[config.mk]
export PLATFORM = sky130hd
export DESIGN_NAME = rx_err_fifo
export DESIGN_NICKNAME = d
export VERILOG_FILES = /design/src/rtl/rx_err_fifo_pkg.sv /design/src/rtl/rx_fifo_ptrs.sv /design/src/rtl/rx_fifo_store.sv /design/src/rtl/rx_err_track.sv /design/src/rtl/rx_err_fifo.sv
export SDC_FILE = /design/constraint.sdc
export NUM_CORES = 1
export LEC_CHECK = 0
export BUFFER_PORTS_ARGS = -buffer_cell sky130_fd_sc_hd__buf_2
export CAP_MARGIN = 40
export CORE_MARGIN = 3
export CORE_UTILIZATION = 29
export DETAILED_ROUTE_END_ITERATION = 6
export PLACE_DENSITY = 0.52
export SKIP_CTS_REPAIR_TIMING = 1
export SYNTH_ARGS = -nofsm -noshare
export SYNTH_HDL_FRONTEND = slang
export SYNTH_HIERARCHICAL = 1
export SYNTH_SLANG_ARGS = --single-unit
[constraint.sdc]
create_clock -name clk -period 8 [get_ports clk]
set_clock_uncertainty 0.2 [all_clocks]
set_input_delay 1.6 -clock clk [delete_from_list [all_inputs] [get_ports clk]]
set_output_delay 1.6 -clock clk [all_outputs]
set_load 0.05 [all_outputs]
[src/rtl/rx_err_fifo_pkg.sv]
package rx_err_fifo_pkg;
  localparam int STAT_W = 3;

  typedef struct packed {
    logic brk;
    logic frm;
    logic par;
  } rx_stat_t;
endpackage

[src/rtl/rx_fifo_ptrs.sv]
module rx_fifo_ptrs #(
  parameter int DEPTH = 16,
  localparam int PTR_W = (DEPTH > 1) ? $clog2(DEPTH) : 1,
  localparam int CNT_W = $clog2(DEPTH + 1)
) (
  input  logic             clk,
  input  logic             rst,
  input  logic             push,
  input  logic             pop,
  output logic             push_ok,
  output logic             pop_ok,
  output logic [PTR_W-1:0] wptr,
  output logic [PTR_W-1:0] rptr,
  output logic             empty,
  output logic             full
);
  logic [CNT_W-1:0] cnt_q, cnt_d;
  logic [PTR_W-1:0] wptr_q, rptr_q;

  assign push_ok = push && !full;
  assign pop_ok  = pop && !empty;
  assign wptr    = wptr_q;
  assign rptr    = rptr_q;

  function automatic logic [PTR_W-1:0] wrap_inc(input logic [PTR_W-1:0] p);
    return (p == PTR_W'(DEPTH - 1)) ? '0 : p + PTR_W'(1);
  endfunction

  always_comb begin
    cnt_d = cnt_q;
    case ({push_ok, pop_ok})
      2'b10:   cnt_d = cnt_q + CNT_W'(1);
      2'b01:   cnt_d = cnt_q - CNT_W'(1);
      default: cnt_d = cnt_q;
    endcase
  end

  always_ff @(posedge clk) begin
    if (rst) begin
      cnt_q  <= '0;
      wptr_q <= '0;
      rptr_q <= '0;
      empty  <= 1'b1;
      full   <= 1'b0;
    end else begin
      cnt_q <= cnt_d;
      if (push_ok) wptr_q <= wrap_inc(wptr_q);
      if (pop_ok)  rptr_q <= wrap_inc(rptr_q);
      empty <= (cnt_d == '0);
      full  <= (cnt_d == CNT_W'(DEPTH));
    end
  end
endmodule

[src/rtl/rx_fifo_store.sv]
module rx_fifo_store #(
  parameter int DEPTH = 16,
  parameter int WIDTH = 11,
  localparam int PTR_W = (DEPTH > 1) ? $clog2(DEPTH) : 1
) (
  input  logic             clk,
  input  logic             we,
  input  logic [PTR_W-1:0] waddr,
  input  logic [WIDTH-1:0] wdata,
  input  logic [PTR_W-1:0] raddr,
  output logic [WIDTH-1:0] rdata
);
  logic [WIDTH-1:0] mem [DEPTH];

  always_ff @(posedge clk) begin
    if (we) mem[waddr] <= wdata;
  end

  assign rdata = mem[raddr];
endmodule

[src/rtl/rx_err_track.sv]
module rx_err_track #(
  parameter int DEPTH = 16,
  localparam int CNT_W = $clog2(DEPTH + 1)
) (
  input  logic clk,
  input  logic rst,
  input  logic in_err,
  input  logic out_err,
  input  logic ovf_evt,
  input  logic stat_rd,
  output logic err_any,
  output logic overrun
);
  logic [CNT_W-1:0] ecnt_q, ecnt_d;

  always_comb begin
    case ({in_err, out_err})
      2'b10:   ecnt_d = ecnt_q + CNT_W'(1);
      2'b01:   ecnt_d = ecnt_q - CNT_W'(1);
      default: ecnt_d = ecnt_q;
    endcase
  end

  always_ff @(posedge clk) begin
    if (rst) begin
      ecnt_q  <= '0;
      err_any <= 1'b0;
      overrun <= 1'b0;
    end else begin
      ecnt_q  <= ecnt_d;
      err_any <= (ecnt_d != '0);
      if (ovf_evt)      overrun <= 1'b1;
      else if (stat_rd) overrun <= 1'b0;
    end
  end
endmodule

[src/rtl/rx_err_fifo.sv]
module rx_err_fifo
  import rx_err_fifo_pkg::*;
#(
  parameter int DEPTH  = 16,
  parameter int DATA_W = 8
) (
  input  logic              clk,
  input  logic              rst,
  input  logic              push,
  input  logic [DATA_W-1:0] push_data,
  input  logic [STAT_W-1:0] push_stat,
  input  logic              pop,
  input  logic              stat_rd,
  output logic [DATA_W-1:0] head_data,
  output logic [STAT_W-1:0] head_stat,
  output logic              empty,
  output logic              full,
  output logic              err_any,
  output logic              overrun
);
  localparam int PTR_W = (DEPTH > 1) ? $clog2(DEPTH) : 1;
  localparam int ENT_W = DATA_W + STAT_W;

  logic             push_ok, pop_ok;
  logic [PTR_W-1:0] wptr, rptr;
  logic [ENT_W-1:0] rd_ent;
  rx_stat_t         hstat;

  rx_fifo_ptrs #(.DEPTH(DEPTH)) u_ptrs (
    .clk(clk), .rst(rst), .push(push), .pop(pop),
    .push_ok(push_ok), .pop_ok(pop_ok),
    .wptr(wptr), .rptr(rptr), .empty(empty), .full(full)
  );

  rx_fifo_store #(.DEPTH(DEPTH), .WIDTH(ENT_W)) u_store (
    .clk(clk), .we(push_ok), .waddr(wptr), .wdata({push_stat, push_data}),
    .raddr(rptr), .rdata(rd_ent)
  );

  assign hstat     = rx_stat_t'(rd_ent[ENT_W-1 -: STAT_W]);
  assign head_stat = hstat;
  assign head_data = rd_ent[DATA_W-1:0];

  rx_err_track #(.DEPTH(DEPTH)) u_err (
    .clk(clk), .rst(rst),
    .in_err(push_ok && (push_stat != '0)),
    .out_err(pop_ok && (hstat.brk || hstat.frm || hstat.par)),
    .ovf_evt(push && full),
    .stat_rd(stat_rd),
    .err_any(err_any), .overrun(overrun)
  );
endmodule

==> results of run 1 <==
==> sequential cells by signal, summed over array words and instances (netlist names) <==
name,count
u_err/ecnt_q,5
u_ptrs/empty,1
u_ptrs/cnt_q,5
u_err/err_any,1
u_err/overrun,1
u_ptrs/wptr,4
u_ptrs/rptr,4
u_ptrs/full,1
u_store/mem,176
==> placed cells by master (no fill, tap or decap), types with 4 or more instances in the layout <==
master     instances
edfxtp_1         176
buf_2             30
nor2_1            30
nand2_1           24
a22oi_1           23
mux4_2            23
mux4_1            21
dfxtp_1           20
clkbuf_16         17
buf_4             17
a21oi_1           17
xor2_1             8
ha_1               7
xnor2_1            5
inv_6              4
o21ai_0            4
nand2b_1           4
or3_1              4
nor3_2             4
==> cells in the mapped netlist (3+ instances only) <==
| cell | instances |
|---|---|
| a21oi_1 | 17 |
| a22oi_1 | 23 |
| a31oi_1 | 3 |
| buf_2 | 5 |
| buf_6 | 4 |
| clkbuf_1 | 7 |
| dfxtp_1 | 22 |
| edfxtp_1 | 176 |
| ha_1 | 7 |
| inv_1 | 3 |
| mux2i_1 | 3 |
| mux4_1 | 21 |
| mux4_2 | 23 |
| nand2_1 | 24 |
| nand2b_1 | 4 |
| nand3_1 | 3 |
| nand3b_1 | 3 |
| nor2_1 | 33 |
| nor2b_1 | 3 |
| nor3_1 | 5 |
| o21ai_0 | 4 |
| or3_1 | 4 |
| xnor2_1 | 5 |
| xor2_1 | 8 |
==> per-stage QoR <==
step	instance area (um^2)	hold WS (ps)	total power [mW]	std cells
2_1_floorplan	8070	278	1.53	443
6_report	9300	299	2.40	876
3_5_place_dp	8750	293	1.62	844
4_1_cts	9300	311	2.43	876
3_3_place_gp	8680	266	1.60	840
5_1_grt	9300	334	2.51	876
==> path summary, 6_finish.rpt <==
kind / start / cells after the start / endpoint / slack [ps]
setup / recovery: u_ptrs/rptr[1] / 13 / u_err/err_any / 3600
hold / removal: u_err/overrun / 2 / u_err/overrun / 300
setup reg to reg: u_ptrs/rptr[1] / 13 / u_err/err_any / 3600
hold reg to reg: u_err/overrun / 2 / u_err/overrun / 300
==> cells by family (layout without fill, tap and decap cells) <==
family          count (synthesis)  in the layout
compound gates                 59             59
xor+xnor                       13             13
fa+ha+maj                       7              7
buf+inv                        27             88
flops                         198            198
mux                            47             47
simple gates                   92             92
==> routing by layer <==
layer  routed length, um  GRT usage (%)  up-vias
met4                 238           4.16        0
li1                    -              -     1896
met3                1080           3.05       19
met5                   0              0        -
met2                8310           19.0      114
met1                7420           15.1     2161
==> tightest hold or removal path: stages (launching register included) <==
cell	delay, ps
dfxtp_1	330
a21oi_1	60
nor2_1	70
==> power groups by stage <==
stage / clock (mW) / combinational [mW] / sequential, mW
after floorplan: 0 / 0.315 / 1.22
after global placement: 0 / 0.388 / 1.21
after detailed placement: 0 / 0.406 / 1.22
after CTS: 0.831 / 0.408 / 1.19
after global routing: 0.870 / 0.442 / 1.20
final: 0.811 / 0.401 / 1.19
==> cell type report <==
cell class	instances	area, um^2
multi-input combinational	218	2190
clock buffer	19	433
sequential	198	5730
clock inverter	13	120
timing repair buffer	51	350
inverter	5	21.3
fill	2607	17900
tap	372	465
==> reports/qor.csv, run 1 <==
metric,value,unit
H-Tree Depth,4,
largest net degree at the start of global routing,38,
FP Rows,60,
maximum clock path buffer count,2,
vias in the first global route,4388,
synth warn,6,
CTS tree,built,
Port Buffers,30,
Synth top area share,65.5,%
peak supply drop,158,uV
grt ovf,0,
Sum Neg Setup Slack,0,ps
min Tclk post-route,4400,ps
worst min path class,flop to flop,
routed vias/inst,4.78,
core area,27200,um^2
Comb power frac,16.7,%
Mapped Cells,443,
Required @ worst endpoint,8100,ps
largest cells by area after synthesis,"edfxtp_1, mux4_1, mux4_2, dfxtp_1, a22oi_1",
Synth Area per Inst,18.2,um^2
Initial Util,29.7,%
clock root buffer master,clkbuf_16,
fmax,227,MHz
Synth Area in Compound Gates,5.10,%
clk_lat worst skew,420,ps
ANT nets after route,0,
Switch Pwr,645,uW
drt wl/cell,19.5,um
post-synthesis xor/xnor area fraction,1.41,%
area delta synth->final,15.2,%
Internal Pwr Total,1.76,mW
Final Net Count,514,
CP max stage cell,dfxtp_2,
HPWL Detailed,10300,um
Yosys cell types,51,
Pre-antenna DRT Iters,4,
gpl congestion,0.738,
Netlist Area Pre-Place,8070,um^2
Post-synth EDFFs,176,
largest family of logic cells by synthesized area,multiplexers,
Net Sw Frac,26.8,%
worst-margin pin slew,685,ps
mux share of post-synthesis cell area,13.6,%
Flop pwr share,49.6,%
sequential element share of the synthesized area,70.9,%
Worst setup EP type,flop,
Final WS setup,3600,ps
die width,173,um
max incr delay on CP,540,ps
Die Ht,173,um
clock sinks,198,
global-route usage over all layers,11.7,%
max-cap viol count,0,
fin crit share,55.0,%
adder-cell share of the synthesized area,1.08,%
register clock-pin slew on the reported worst setup and hold paths,70,ps
TritonCTS Buffers,17,
CP arrival,4500,ps
Top-Level Pins,31,
cell family with most CP delay,compound AO/OA/AOI/OAI gates,
Residual DRC,0,
"Hold Vio Cnt, Final",0,
Max-slew headroom,54.3,%
Clk network pwr share,33.7,%
final wirelength,17100,um
Synth Register Bits,198,
Yosys top cell by area,edfxtp_1,
Vias,4190,
Antenna diodes,0,
status,"finished, final reports clean",
Util after Layout,34.2,%
die area,29900,um^2
Initial DRC Count,324,
critical path peak fanout,35,
"FFs w/ async S/R, synth",0,%
critical path launch point type,flop,
post-synth net total,466,
pre-CTS setup slack,3480,ps
worst-path cell chain,buf_4 > mux4_2 > a22oi_1 > nand2_1 > o31a_1 > ha_1 > xor2_1 > ha_1 > or3b_1 > a2111oi_2 > a21oi_1 > xor2_1 > a41oi_2,
leakage,2.99,nW
antenna violations before repair,0,
Pins Over Slew Limit,0,
CP bufs+invs,1,
Pwr per Cell Area,258,nW/um^2
share of cells above drive strength 1,23.8,%
crit path kind,flop to flop,
first-pass GRT wire length,26100,um
Main synth FF type,edfxtp_1,
Post-Synth Simple-Gate Area,5.52,%
final setup vio count,0,
RSZ-0062 raised after global routing,no,
Power figures use the tool's default switching activity.
==> run 2, diff against run 1 <==
Clock period 8 ns to 4.5 ns, I/O delays scaled along.
==> run 2 against run 1 <==
Effect of this change: fmax up 4.2%; register-to-register slack worse by 3300 ps; setup slack worse by 3300 ps; combinational power up 73%; count of clock-buffer cells in the layout down 1; critical endpoint unchanged.
==> reports/qor.csv, run 2 (synthesis results as in run 1) <==
metric,value,unit,change
status,"finished, final reports clean",,
ANT nets after route,0,,unchanged
"commonest non-fill, non-tap cell in the layout",edfxtp_1,,
Worst setup EP type,flop,,
hold depth,2,,unchanged
drt wl/cell,19.9,um,+2.1%
CP max stage cell,dfxtp_2,,
global-route usage over all layers,11.8,%,+0.18 points
share of cells above drive strength 1,25.1,%,+1.3 points
Pre-antenna DRT Iters,4,,unchanged
leakage,3.02,nW,+0.82%
clock sinks,198,,unchanged
peak supply drop,216,uV,+37%
max-cap viol count,0,,unchanged
final wirelength,17500,um,+2.4%
clk_lat worst skew,420,ps,about the same
clock root buffer master,clkbuf_16,,
HPWL Detailed,11000,um,+6.8%
worst min path class,flop to flop,,
max incr delay on CP,690,ps,+150 ps
post-layout instance area,9350,um^2,+0.54%
Final Net Count,516,,+0.39%
maximum clock path buffer count,2,,unchanged
critical path peak fanout,20,,-43%
TritonCTS Buffers,17,,unchanged
fin crit share,93.8,%,+39 points
Pins Over Slew Limit,0,,unchanged
Die Ht,173,um,unchanged
worst-path cell chain,mux4_1 > a22oi_1 > nand2_1 > o31a_1 > ha_1 > xor2_1 > ha_1 > or3b_1 > a2111oi_2 > a21oi_1 > xor2_1 > a41oi_2,,
Antenna diodes,0,,unchanged
"non-filler cells, final",878,,+0.23%
r2r setup slk,280,ps,-3320 ps
cell depth of the worst flop-to-flop path,12,,-1
Vias,4205,,+0.36%
hold wc startpoint,u_err/overrun,,
critical path launch point type,flop,,
core area,27200,um^2,unchanged
multi-input logic area,2190,um^2,+0.34%
largest net degree at the start of global routing,23,,-39%
min Tclk post-route,4220,ps,-177 ps
crit path kind,flop to flop,,
Required @ worst endpoint,4600,ps,-3500 ps
"Hold Vio Cnt, Final",0,,unchanged
CTS tree,built,,
total power,4.36,mW,+81%
Top reg by flops,u_store/mem,,
Initial DRC Count,314,,-3.1%
die area,29900,um^2,unchanged
CP arrival,4320,ps,-180 ps
Largest regs,"u_store/mem: 176 flops, u_err/ecnt_q: 5 flops, u_ptrs/cnt_q: 5 flops",,
first-pass GRT wire length,26500,um,+1.5%
final setup vio count,0,,unchanged
CP bufs+invs,0,,-1
cell family with most CP delay,compound AO/OA/AOI/OAI gates,,
vias in the first global route,4369,,-0.43%
grt ovf,0,,unchanged
Pwr per Cell Area,466,nW/um^2,+80%
most frequent cells in the layout,"edfxtp_1, buf_2, nor2_1, nand2_1",,
Top-Level Pins,31,,unchanged
routed vias/inst,4.79,,+0.13%
register clock-pin slew on the reported worst setup and hold paths,70,ps,about the same
Port Buffers,30,,unchanged
hold endpoint,u_err/overrun,,
antenna violations before repair,0,,unchanged
RR Endpoint,u_err/err_any,,
FP Rows,60,,unchanged
placed insts,846,,+0.24%
worst-margin pin slew,758,ps,+73.0 ps
H-Tree Depth,4,,unchanged
Max-slew headroom,49.4,%,-4.9 points
Initial Util,29.7,%,unchanged
area delta synth->final,15.9,%,
gpl congestion,0.780,,+5.6%
die width,173,um,unchanged
fmax,237,MHz,+4.2%
Crit Reg-Reg Startpoint,u_ptrs/rptr[0],,
Layout fillers,2629,,+0.84%
placed instance area,8760,um^2,+0.11%
Sum Neg Setup Slack,0,ps,unchanged
Largest register FFs,176,,unchanged
Residual DRC,0,,unchanged
RSZ-0062 raised after global routing,no,,
Reg area,5730,um^2,unchanged
run 2: changes by cell type in the layout (fill, tap and decap cells not counted), moves of 2 or more:
| cell | delta |
|---|---|
| nor2_2 | +3 |
| inv_8 | +2 |
| nor2_1 | -3 |
| buf_6 | +4 |
run 2: how the worst max path moves through the flow:
| stage | from | to | slack, ps | depth (start not counted) |
|---|---|---|---|---|
| detailed placement | u_ptrs/rptr[0] | u_err/err_any | 280 | 12 |
| global route | u_ptrs/rptr[0] | u_err/err_any | 50 | 12 |
| global placement | u_ptrs/rptr[0] | u_err/err_any | 390 | 12 |
| floorplan | u_ptrs/rptr[0] | u_err/err_any | 240 | 15 |
| finish | u_ptrs/rptr[0] | u_err/err_any | 280 | 12 |
| CTS | u_ptrs/rptr[0] | u_err/err_any | 260 | 12 |
run 2: through the flow:
stage | hold WS [ps] | setup WS, ps | util [%]
2_1_floorplan | 278 | 235 | -
3_3_place_gp | 265 | 391 | 32.0
3_5_place_dp | 279 | 277 | 32.2
4_1_cts | 296 | 260 | 34.4
5_1_grt | 352 | 52.7 | 34.4
6_report | 295 | 278 | 34.4
run 2: worst reg2reg max path: stages, from the launching register on:
cell       delay (ps)
dfxtp_2           690
mux4_1            630
a22oi_1           210
nand2_1           120
o31a_1            330
ha_1              290
xor2_1            200
ha_1              240
or3b_1            380
a2111oi_2         370
a21oi_1            90
xor2_1            220
a41oi_2           120
run 2: report_power, final:
group	leakage, nW	switching (mW)	internal [mW]
clock	0.281	0.696	0.836
sequential	1.77	0.0758	2.06
combinational	0.967	0.401	0.290
run 2: layout make-up:
cell class / count / share of cell area (%)
inverter: 5 / 0.227
multi-input combinational: 218 / 23.4
tap: 372 / 4.98
timing repair buffer: 53 / 3.77
clock buffer: 18 / 4.59
clock inverter: 14 / 1.75
sequential: 198 / 61.2
run 2: layer usage:
layer	GRT usage, %	part of all wire [%]	up-vias
li1	-	-	1894
met3	3.16	5.2	24
met4	3.28	1.4	0
met2	20.0	50	125
met5	0	0	-
met1	15.1	44	2162
